## config.mk

```make
export PLATFORM = sky130hd
export DESIGN_NAME = tx_abort_ctrl
export DESIGN_NICKNAME = d
export VERILOG_FILES = /design/src/rtl/tx_abort_pkg.sv /design/src/rtl/tx_abort_slot.sv /design/src/rtl/tx_abort_mailbox.sv /design/src/rtl/tx_abort_report.sv /design/src/rtl/tx_abort_ctrl.sv
export SDC_FILE = /design/constraint.sdc
export NUM_CORES = 1
export LEC_CHECK = 0
export ABC_AREA = 1
export CAP_MARGIN = 20
export CORE_MARGIN = 4
export CORE_UTILIZATION = 28
export DETAILED_ROUTE_END_ITERATION = 8
export SLEW_MARGIN = 20
export SYNTH_ARGS = -nofsm -noshare
export SYNTH_HDL_FRONTEND = slang
export SYNTH_SLANG_ARGS = --single-unit
```

## constraint.sdc

```tcl
create_clock -name clk -period 2.05 [get_ports clk]
set_input_delay 0.615 -clock clk [delete_from_list [all_inputs] [get_ports clk]]
set_output_delay 0.615 -clock clk [all_outputs]
set_load 0.02 [all_outputs]
```

## src/rtl/tx_abort_pkg.sv

```systemverilog
package tx_abort_pkg;
   localparam int CODE_W = 4;
   typedef logic [CODE_W-1:0] mb_code_t;
   localparam mb_code_t CODE_INACTIVE = 4'b1000;
   localparam mb_code_t CODE_ABORT    = 4'b1001;
   localparam mb_code_t CODE_TXREQ    = 4'b1100;
endpackage

```

## src/rtl/tx_abort_slot.sv

```systemverilog
// Tracks the single mailbox held in the shift buffer and its latched cancel.
module tx_abort_slot #(
   parameter int IDX_W = 3
) (
   input  logic             clk,
   input  logic             rst_n,
   input  logic             load,
   input  logic [IDX_W-1:0] load_idx,
   input  logic             arb_lost,
   input  logic             tx_done,
   input  logic             tx_err,
   input  logic             abort_wr,
   input  logic [IDX_W-1:0] abort_idx,
   output logic             busy,
   output logic [IDX_W-1:0] idx,
   output logic             ev_abort,
   output logic             ev_sent
);
   logic req;
   logic abort_hit;
   logic ev_end;

   assign abort_hit = abort_wr && busy && (abort_idx == idx);
   assign ev_end    = busy && (arb_lost || tx_err || tx_done);
   assign ev_sent   = busy && tx_done;
   assign ev_abort  = busy && (arb_lost || tx_err) && (req || abort_hit);

   always_ff @(posedge clk or negedge rst_n) begin
      if (!rst_n) begin
         busy <= 1'b0;
         idx  <= '0;
         req  <= 1'b0;
      end else if (load) begin
         busy <= 1'b1;
         idx  <= load_idx;
         req  <= 1'b0;
      end else if (ev_end) begin
         busy <= 1'b0;
         req  <= 1'b0;
      end else if (abort_hit) begin
         req  <= 1'b1;
      end
   end

   // bus events refer to an occupied shift buffer
   a_r8_event_needs_slot: assert property (@(posedge clk) disable iff (!rst_n)
      (arb_lost || tx_done || tx_err) |-> busy);
   // at most one bus event per cycle
   a_r7_one_event: assert property (@(posedge clk) disable iff (!rst_n)
      $onehot0({arb_lost, tx_done, tx_err}));
   // a blocked cancel stays latched until the slot resolves
   a_r4_latched: assert property (@(posedge clk) disable iff (!rst_n)
      (abort_hit && !ev_end && !load) |=> (req && busy));
   // loading only into a free (or freeing) shift buffer
   a_r11_load_free: assert property (@(posedge clk) disable iff (!rst_n)
      load |-> (!busy || ev_end));
endmodule

```

## src/rtl/tx_abort_mailbox.sv

```systemverilog
// One transmit mailbox: code, interrupt flag and pending result.
module tx_abort_mailbox
   import tx_abort_pkg::*;
(
   input  logic     clk,
   input  logic     rst_n,
   input  logic     abort_en,
   input  logic     wr_hit,
   input  mb_code_t wr_code,
   input  logic     in_slot,
   input  logic     outcome_abort,
   input  logic     outcome_sent,
   input  logic     rpt_ack,
   output mb_code_t code,
   output logic     flag,
   output logic     rpt_pend,
   output logic     rpt_kind
);
   mb_code_t code_d;
   logic     flag_d;
   logic     kind_d;
   logic     set_rpt;
   logic     active;
   logic     is_abort;

   assign active   = in_slot || (code == CODE_TXREQ);
   assign is_abort = (wr_code == CODE_ABORT);

   always_comb begin
      code_d  = code;
      flag_d  = flag;
      kind_d  = rpt_kind;
      set_rpt = 1'b0;
      if (outcome_abort) begin
         code_d  = CODE_ABORT;
         flag_d  = 1'b1;
         kind_d  = 1'b1;
         set_rpt = 1'b1;
      end else if (outcome_sent) begin
         code_d  = CODE_INACTIVE;
         flag_d  = 1'b1;
         kind_d  = 1'b0;
         set_rpt = 1'b1;
      end else if (wr_hit) begin
         if (!abort_en) begin
            code_d = wr_code;
            flag_d = 1'b0;
         end else if (is_abort) begin
            if (!in_slot && code == CODE_TXREQ) begin
               code_d  = CODE_ABORT;
               flag_d  = 1'b1;
               kind_d  = 1'b1;
               set_rpt = 1'b1;
            end
         end else if (!active) begin
            code_d = wr_code;
            flag_d = 1'b0;
         end
      end
   end

   always_ff @(posedge clk or negedge rst_n) begin
      if (!rst_n) begin
         code     <= CODE_INACTIVE;
         flag     <= 1'b0;
         rpt_pend <= 1'b0;
         rpt_kind <= 1'b0;
      end else begin
         code     <= code_d;
         flag     <= flag_d;
         rpt_kind <= kind_d;
         rpt_pend <= set_rpt || (rpt_pend && !rpt_ack);
      end
   end

   // with the mechanism off, writes land as written
   a_r1_plain_write: assert property (@(posedge clk) disable iff (!rst_n)
      (!abort_en && wr_hit && !outcome_abort && !outcome_sent) |=> (code == $past(wr_code)));
   // a queued mailbox is cancelled at once
   a_r3_immediate: assert property (@(posedge clk) disable iff (!rst_n)
      (abort_en && wr_hit && is_abort && !in_slot && code == CODE_TXREQ)
      |=> (code == CODE_ABORT && flag && rpt_pend));
   // a cancel into the shift-buffer mailbox does not change its code
   a_r4_blocked: assert property (@(posedge clk) disable iff (!rst_n)
      (abort_en && wr_hit && is_abort && in_slot && !outcome_abort && !outcome_sent)
      |=> $stable(code));
   // a sent frame leaves the mailbox inactive with a result queued
   a_r7_sent: assert property (@(posedge clk) disable iff (!rst_n)
      outcome_sent |=> (code == CODE_INACTIVE && flag && rpt_pend && !rpt_kind));
endmodule

```

## src/rtl/tx_abort_report.sv

```systemverilog
// Serialises per-mailbox results onto one result port.
module tx_abort_report #(
   parameter int NUM_MB    = 8,
   parameter int IDX_W     = 3,
   parameter bit LOW_FIRST = 1'b1
) (
   input  logic [NUM_MB-1:0] pend,
   input  logic [NUM_MB-1:0] kind,
   output logic              valid,
   output logic [IDX_W-1:0]  idx,
   output logic              aborted,
   output logic [NUM_MB-1:0] ack
);
   generate
      if (LOW_FIRST) begin : g_low
         always_comb begin
            idx = '0;
            for (int i = NUM_MB - 1; i >= 0; i--)
               if (pend[i]) idx = IDX_W'(i);
         end
      end else begin : g_high
         always_comb begin
            idx = '0;
            for (int i = 0; i < NUM_MB; i++)
               if (pend[i]) idx = IDX_W'(i);
         end
      end
   endgenerate

   assign valid   = |pend;
   assign aborted = kind[idx];

   always_comb begin
      ack = '0;
      if (valid) ack[idx] = 1'b1;
   end
endmodule

```

## src/rtl/tx_abort_ctrl.sv

```systemverilog
module tx_abort_ctrl
   import tx_abort_pkg::*;
#(
   parameter  int NUM_MB    = 8,
   parameter  bit LOW_FIRST = 1'b1,
   localparam int IDX_W     = $clog2(NUM_MB)
) (
   input  logic                     clk,
   input  logic                     rst_n,
   input  logic                     abort_en,
   input  logic                     wr_valid,
   input  logic [IDX_W-1:0]         wr_mb,
   input  logic [CODE_W-1:0]        wr_code,
   input  logic                     load_valid,
   input  logic [IDX_W-1:0]         load_mb,
   input  logic                     arb_lost,
   input  logic                     tx_done,
   input  logic                     tx_err,
   output logic [NUM_MB*CODE_W-1:0] mb_code,
   output logic [NUM_MB-1:0]        mb_flag,
   output logic                     res_valid,
   output logic [IDX_W-1:0]         res_mb,
   output logic                     res_aborted
);
   generate
      if (NUM_MB < 2 || NUM_MB > 64 || (1 << IDX_W) != NUM_MB) begin : g_bad_num
         $error("tx_abort_ctrl: NUM_MB must be a power of two in 2..64");
      end
   endgenerate

   logic             slot_busy;
   logic [IDX_W-1:0] slot_idx;
   logic             ev_abort;
   logic             ev_sent;
   logic             abort_wr;
   logic [NUM_MB-1:0] pend;
   logic [NUM_MB-1:0] kind;
   logic [NUM_MB-1:0] ack;

   assign abort_wr = wr_valid && abort_en && (wr_code == CODE_ABORT);

   tx_abort_slot #(.IDX_W(IDX_W)) u_slot (
      .clk       (clk),
      .rst_n     (rst_n),
      .load      (load_valid),
      .load_idx  (load_mb),
      .arb_lost  (arb_lost),
      .tx_done   (tx_done),
      .tx_err    (tx_err),
      .abort_wr  (abort_wr),
      .abort_idx (wr_mb),
      .busy      (slot_busy),
      .idx       (slot_idx),
      .ev_abort  (ev_abort),
      .ev_sent   (ev_sent)
   );

   for (genvar i = 0; i < NUM_MB; i++) begin : g_mb
      logic sel;
      assign sel = slot_busy && (slot_idx == IDX_W'(i));
      tx_abort_mailbox u_mb (
         .clk           (clk),
         .rst_n         (rst_n),
         .abort_en      (abort_en),
         .wr_hit        (wr_valid && (wr_mb == IDX_W'(i))),
         .wr_code       (wr_code),
         .in_slot       (sel),
         .outcome_abort (sel && ev_abort),
         .outcome_sent  (sel && ev_sent),
         .rpt_ack       (ack[i]),
         .code          (mb_code[i*CODE_W +: CODE_W]),
         .flag          (mb_flag[i]),
         .rpt_pend      (pend[i]),
         .rpt_kind      (kind[i])
      );
   end

   tx_abort_report #(.NUM_MB(NUM_MB), .IDX_W(IDX_W), .LOW_FIRST(LOW_FIRST)) u_rpt (
      .pend    (pend),
      .kind    (kind),
      .valid   (res_valid),
      .idx     (res_mb),
      .aborted (res_aborted),
      .ack     (ack)
   );

   // a reported result is removed in the next cycle
   a_r11_consumed: assert property (@(posedge clk) disable iff (!rst_n)
      (res_valid && !(slot_busy && slot_idx == res_mb)
       && !(wr_valid && wr_mb == res_mb))
      |=> !pend[$past(res_mb)]);
   // an arbitration loss with a latched cancel yields a cancelled code
   a_r5_arb_abort: assert property (@(posedge clk) disable iff (!rst_n)
      (ev_abort && arb_lost) |=> (mb_code[$past(slot_idx)*CODE_W +: CODE_W] == CODE_ABORT));
endmodule

```

==> results by group, run 1 <==
Status
  • Status: finished, violations left
  • Failing checks: negative setup slack

STA
  • Max-slew violations: 0
  • Skew final: 6.613 ps
  • Post-layout minimum cycle time: 2325 ps
  • Hold Slack: 282.9 ps
  • Slew @ Worst Pin: 370.7 ps
  • TNS Setup: -369.3 ps
  • Final setup margin: -274.5 ps
  • Unrepaired setup endpoints after global routing: true
  • Final setup violation count: 2
  • Hold Violations, Final: 0
  • FMAX: 0.4302 GHz
  • Slew HR: 0.7502
  • Tcrit/Tclk final: 1.134

CTS
  • Htree depth: 3
  • Clock sinks: 61
  • Worst skew pair latency: 330 ps
  • CTS tree: yes
  • CTS buffer count: 9
  • CTS root buffer: clkbuf_16
  • Clk buf depth: 2
  • Reg clk slew, reported paths: 50 ps
  • Hold Buf Count CTS: 0

Die
  • Std-Cell Rows: 41
  • Initial Utilization: 0.2894
  • Die area: 0.01505 mm²
  • Die Span X: 122.7 µm
  • Core Region: 0.01272 mm²
  • Die Ht: 122.7 µm
  • Ports: 63

Drt
  • Vias per inst: 4.503
  • Vias: 3,688
  • Routed Antenna Nets: 0
  • Iteration-0 DRC count of the detailed router: 240
  • Final WL: 10,980 µm
  • Drt first pass iters: 5
  • Avg WL per Cell: 13.40 µm
  • DR DRC count: 0

Synth
  • Synth Instances: 507
  • FF+latch count, synth: 61
  • Synth warn: 0
  • Distinct cells, synth: 36
  • Post-synthesis net count: 525
  • Mapped Area: 0.003682 mm²
  • Syn Area/Cell: 7.263 µm²
  • Seq/Total Area, Yosys: 0.4173

Critical path
  • Crit path required time: 1430 ps
  • Crit start category: flop
  • R2r endpoint: g_mb[5].u_mb.code[0]
  • R2R depth: 9
  • Crit path buf inv count: 5
  • Type of the worst setup path: reg -> out
  • Slowest cell on the critical path: dfrtp_1
  • Worst-path fanout max: 3
  • Worst R2R Start: u_slot.idx[0]
  • Worst setup EP type: output pin
  • CP Cell Sequence: buf_4 > inv_1 > nand2_1 > nand2_1 > nand2_2 > nand2_4 > buf_6 > nand3_2 > nand3b_1 > nand2_1 > inv_1 > nand2_2 > buf_6
  • Reg2Reg Setup Slack: 340 ps
  • Data arrival time of the worst path: 1710 ps
  • Max incr delay on CP: 390 ps
  • Top cell by count, worst path: nand2_1
  • Levels on crit path: 13
  • CP top delay family: simple AND/OR/NAND/NOR gates

Global route
  • Vias in the first global route: 3,661
  • GR Util All Layers: 0.1516
  • Initial antenna violation count: 0
  • Largest net degree at the start of global routing: 62
  • First-pass GRT wire length: 17,940 µm
  • Global route total overflow: 0

Hold path
  • Hold Path Class: in -> async

Power and ir drop
  • Peak supply drop: 435.8 µV
  • Lkg Pwr: 2.730 nW
  • PwrDens: 1038 mW/mm²

Place
  • HPWL Detailed: 8435 µm
  • Worst slack at placement: -446.9 ps
  • Port Buffer Count: 62
  • Final Wtd Congestion: 0.9513

Cells and area
  • N_diodes: 0
  • Fin util: 0.4223
  • Layout cell share with drive strength beyond 1: 0.2751
  • Nets: 660
  • Fill cells: 1,323
  • Footprint of the multi-input gates: 0.001851 mm²
  • Syn-to-layout area delta: 45.91%
  • FF/Latch Area: 0.001536 mm²

Job
  • MaxCap Viol Count: 0
-- registers in the layout, indices dropped and copies added (netlist names) --
register and cells:
g_mb.u_mb.rpt_pend 8, g_mb.u_mb.flag 8, u_slot.busy 1, u_slot.req 1
g_mb.u_mb.rpt_kind 8, g_mb.u_mb.code 32, u_slot.idx 3
-- layout by cell type (no fill, tap or decap), types with 13 or more instances in the layout --
cell | synthesis | layout
a21oi_1 | 16 | 15
buf_4 | 10 | 71
clkdlybuf4s50_1 | 0 | 42
dfrtp_1 | 53 | 53
inv_1 | 61 | 56
inv_2 | 19 | 23
nand2_1 | 166 | 158
nand2_2 | 7 | 13
nand3_1 | 35 | 32
nor2_1 | 41 | 34
o21ai_0 | 27 | 24
-- where the power goes --
part	switching (mW)	leakage, nW	internal, mW	total [mW]
Clock	0.531	0.138	0.876	1.41
Sequential	0.219	0.753	1.51	1.73
Combinational	1.29	1.84	1.15	2.44
Total	2.04	2.73	3.53	5.58
-- cells in the mapped netlist (all sizes together) --
library cell	number	area (µm²)
nand2	177	720.7
inv	80	300.3
dfrtp	53	1326
nor2	46	214.0
nand3	45	305.3
o21ai	34	173.9
a21oi	18	97.60
nand4	13	87.58
buf	11	86.33
dfstp	8	210.2
nand3b	6	45.04
o211ai	6	45.04
nor3	2	15.01
a21boi	1	7.510
a32oi	1	8.760
clkinv	1	3.750
nand2b	1	6.260
o2111ai	1	8.760
o21a	1	7.510
o22ai	1	6.260
or2	1	6.260
-- layer usage --
metal  vias to the layer above  share of wire  GRT usage
met5                         -              0          0
met4                         0          0.020    0.05878
met3                        21          0.041    0.02765
met2                        95           0.45     0.2323
met1                      1690           0.49     0.2118
li1                       1882              -          -
-- cell families after synthesis --
| group | synth area share |
|---|---|
| AO/OA/AOI/OAI | 0.09651 |
| buffers and inverters | 0.1060 |
| flip-flops | 0.4173 |
| AND/OR/NAND/NOR | 0.3802 |
-- worst reg2reg max path, delay by kind of cell (launching register included) --
| kind | cells | cell delay [ps] |
|---|---|---|
| buf+inv | 2 | 190 |
| flops | 1 | 400 |
| simple gates | 6 | 840 |
| compound gates | 1 | 160 |
-- stage by stage --
stage / cells / power [mW] / cell area, µm²
after CTS: 818 / 5.510 / 5274
after global routing: 819 / 5.943 / 5373
final: 819 / 5.577 / 5373
after detailed placement: 799 / 4.051 / 4961
after floorplan: 507 / 2.908 / 3686
after global placement: 799 / 4.052 / 4961
-- repair_timing --
action	CTS	global route
gates cloned	0	0
hold endpoints to repair	0	0
resized for setup	46	31
endpoints found under the setup margin	14	41
buffers inserted	3	1
pin swaps	2	15
-- final cells by class --
cell class | instances | area share
Multi-Input combinational cell | 354 | 0.3444
Sequential cell | 61 | 0.2860
Timing Repair Buffer | 135 | 0.2205
Inverter | 81 | 0.05706
Clock buffer | 12 | 0.04774
Tap cell | 172 | 0.04006
Clock inverter | 4 | 0.004192
-- how the worst max path moves through the flow --
| stage | slack (ps) | to | startpoint |
|---|---|---|---|
| after floorplan | 80 | res_aborted | g_mb[0].u_mb.rpt_pend |
| after global placement | -410 | res_aborted | g_mb[6].u_mb.rpt_pend |
| after detailed placement | -450 | res_aborted | g_mb[4].u_mb.rpt_pend |
| after CTS | -250 | res_aborted | g_mb[6].u_mb.rpt_pend |
| after global routing | -400 | res_aborted | g_mb[6].u_mb.rpt_pend |
| final | -270 | res_aborted | g_mb[4].u_mb.rpt_pend |
No activity file was read; power rests on OpenSTA's default activity.
==> run 2, diff against run 1 <==
- CAP_MARGIN: 20 -> default
- SLEW_MARGIN: 20 -> default
==> results of run 2 <==
No change in the layout: final DEF, timing and power equal those of run 1.
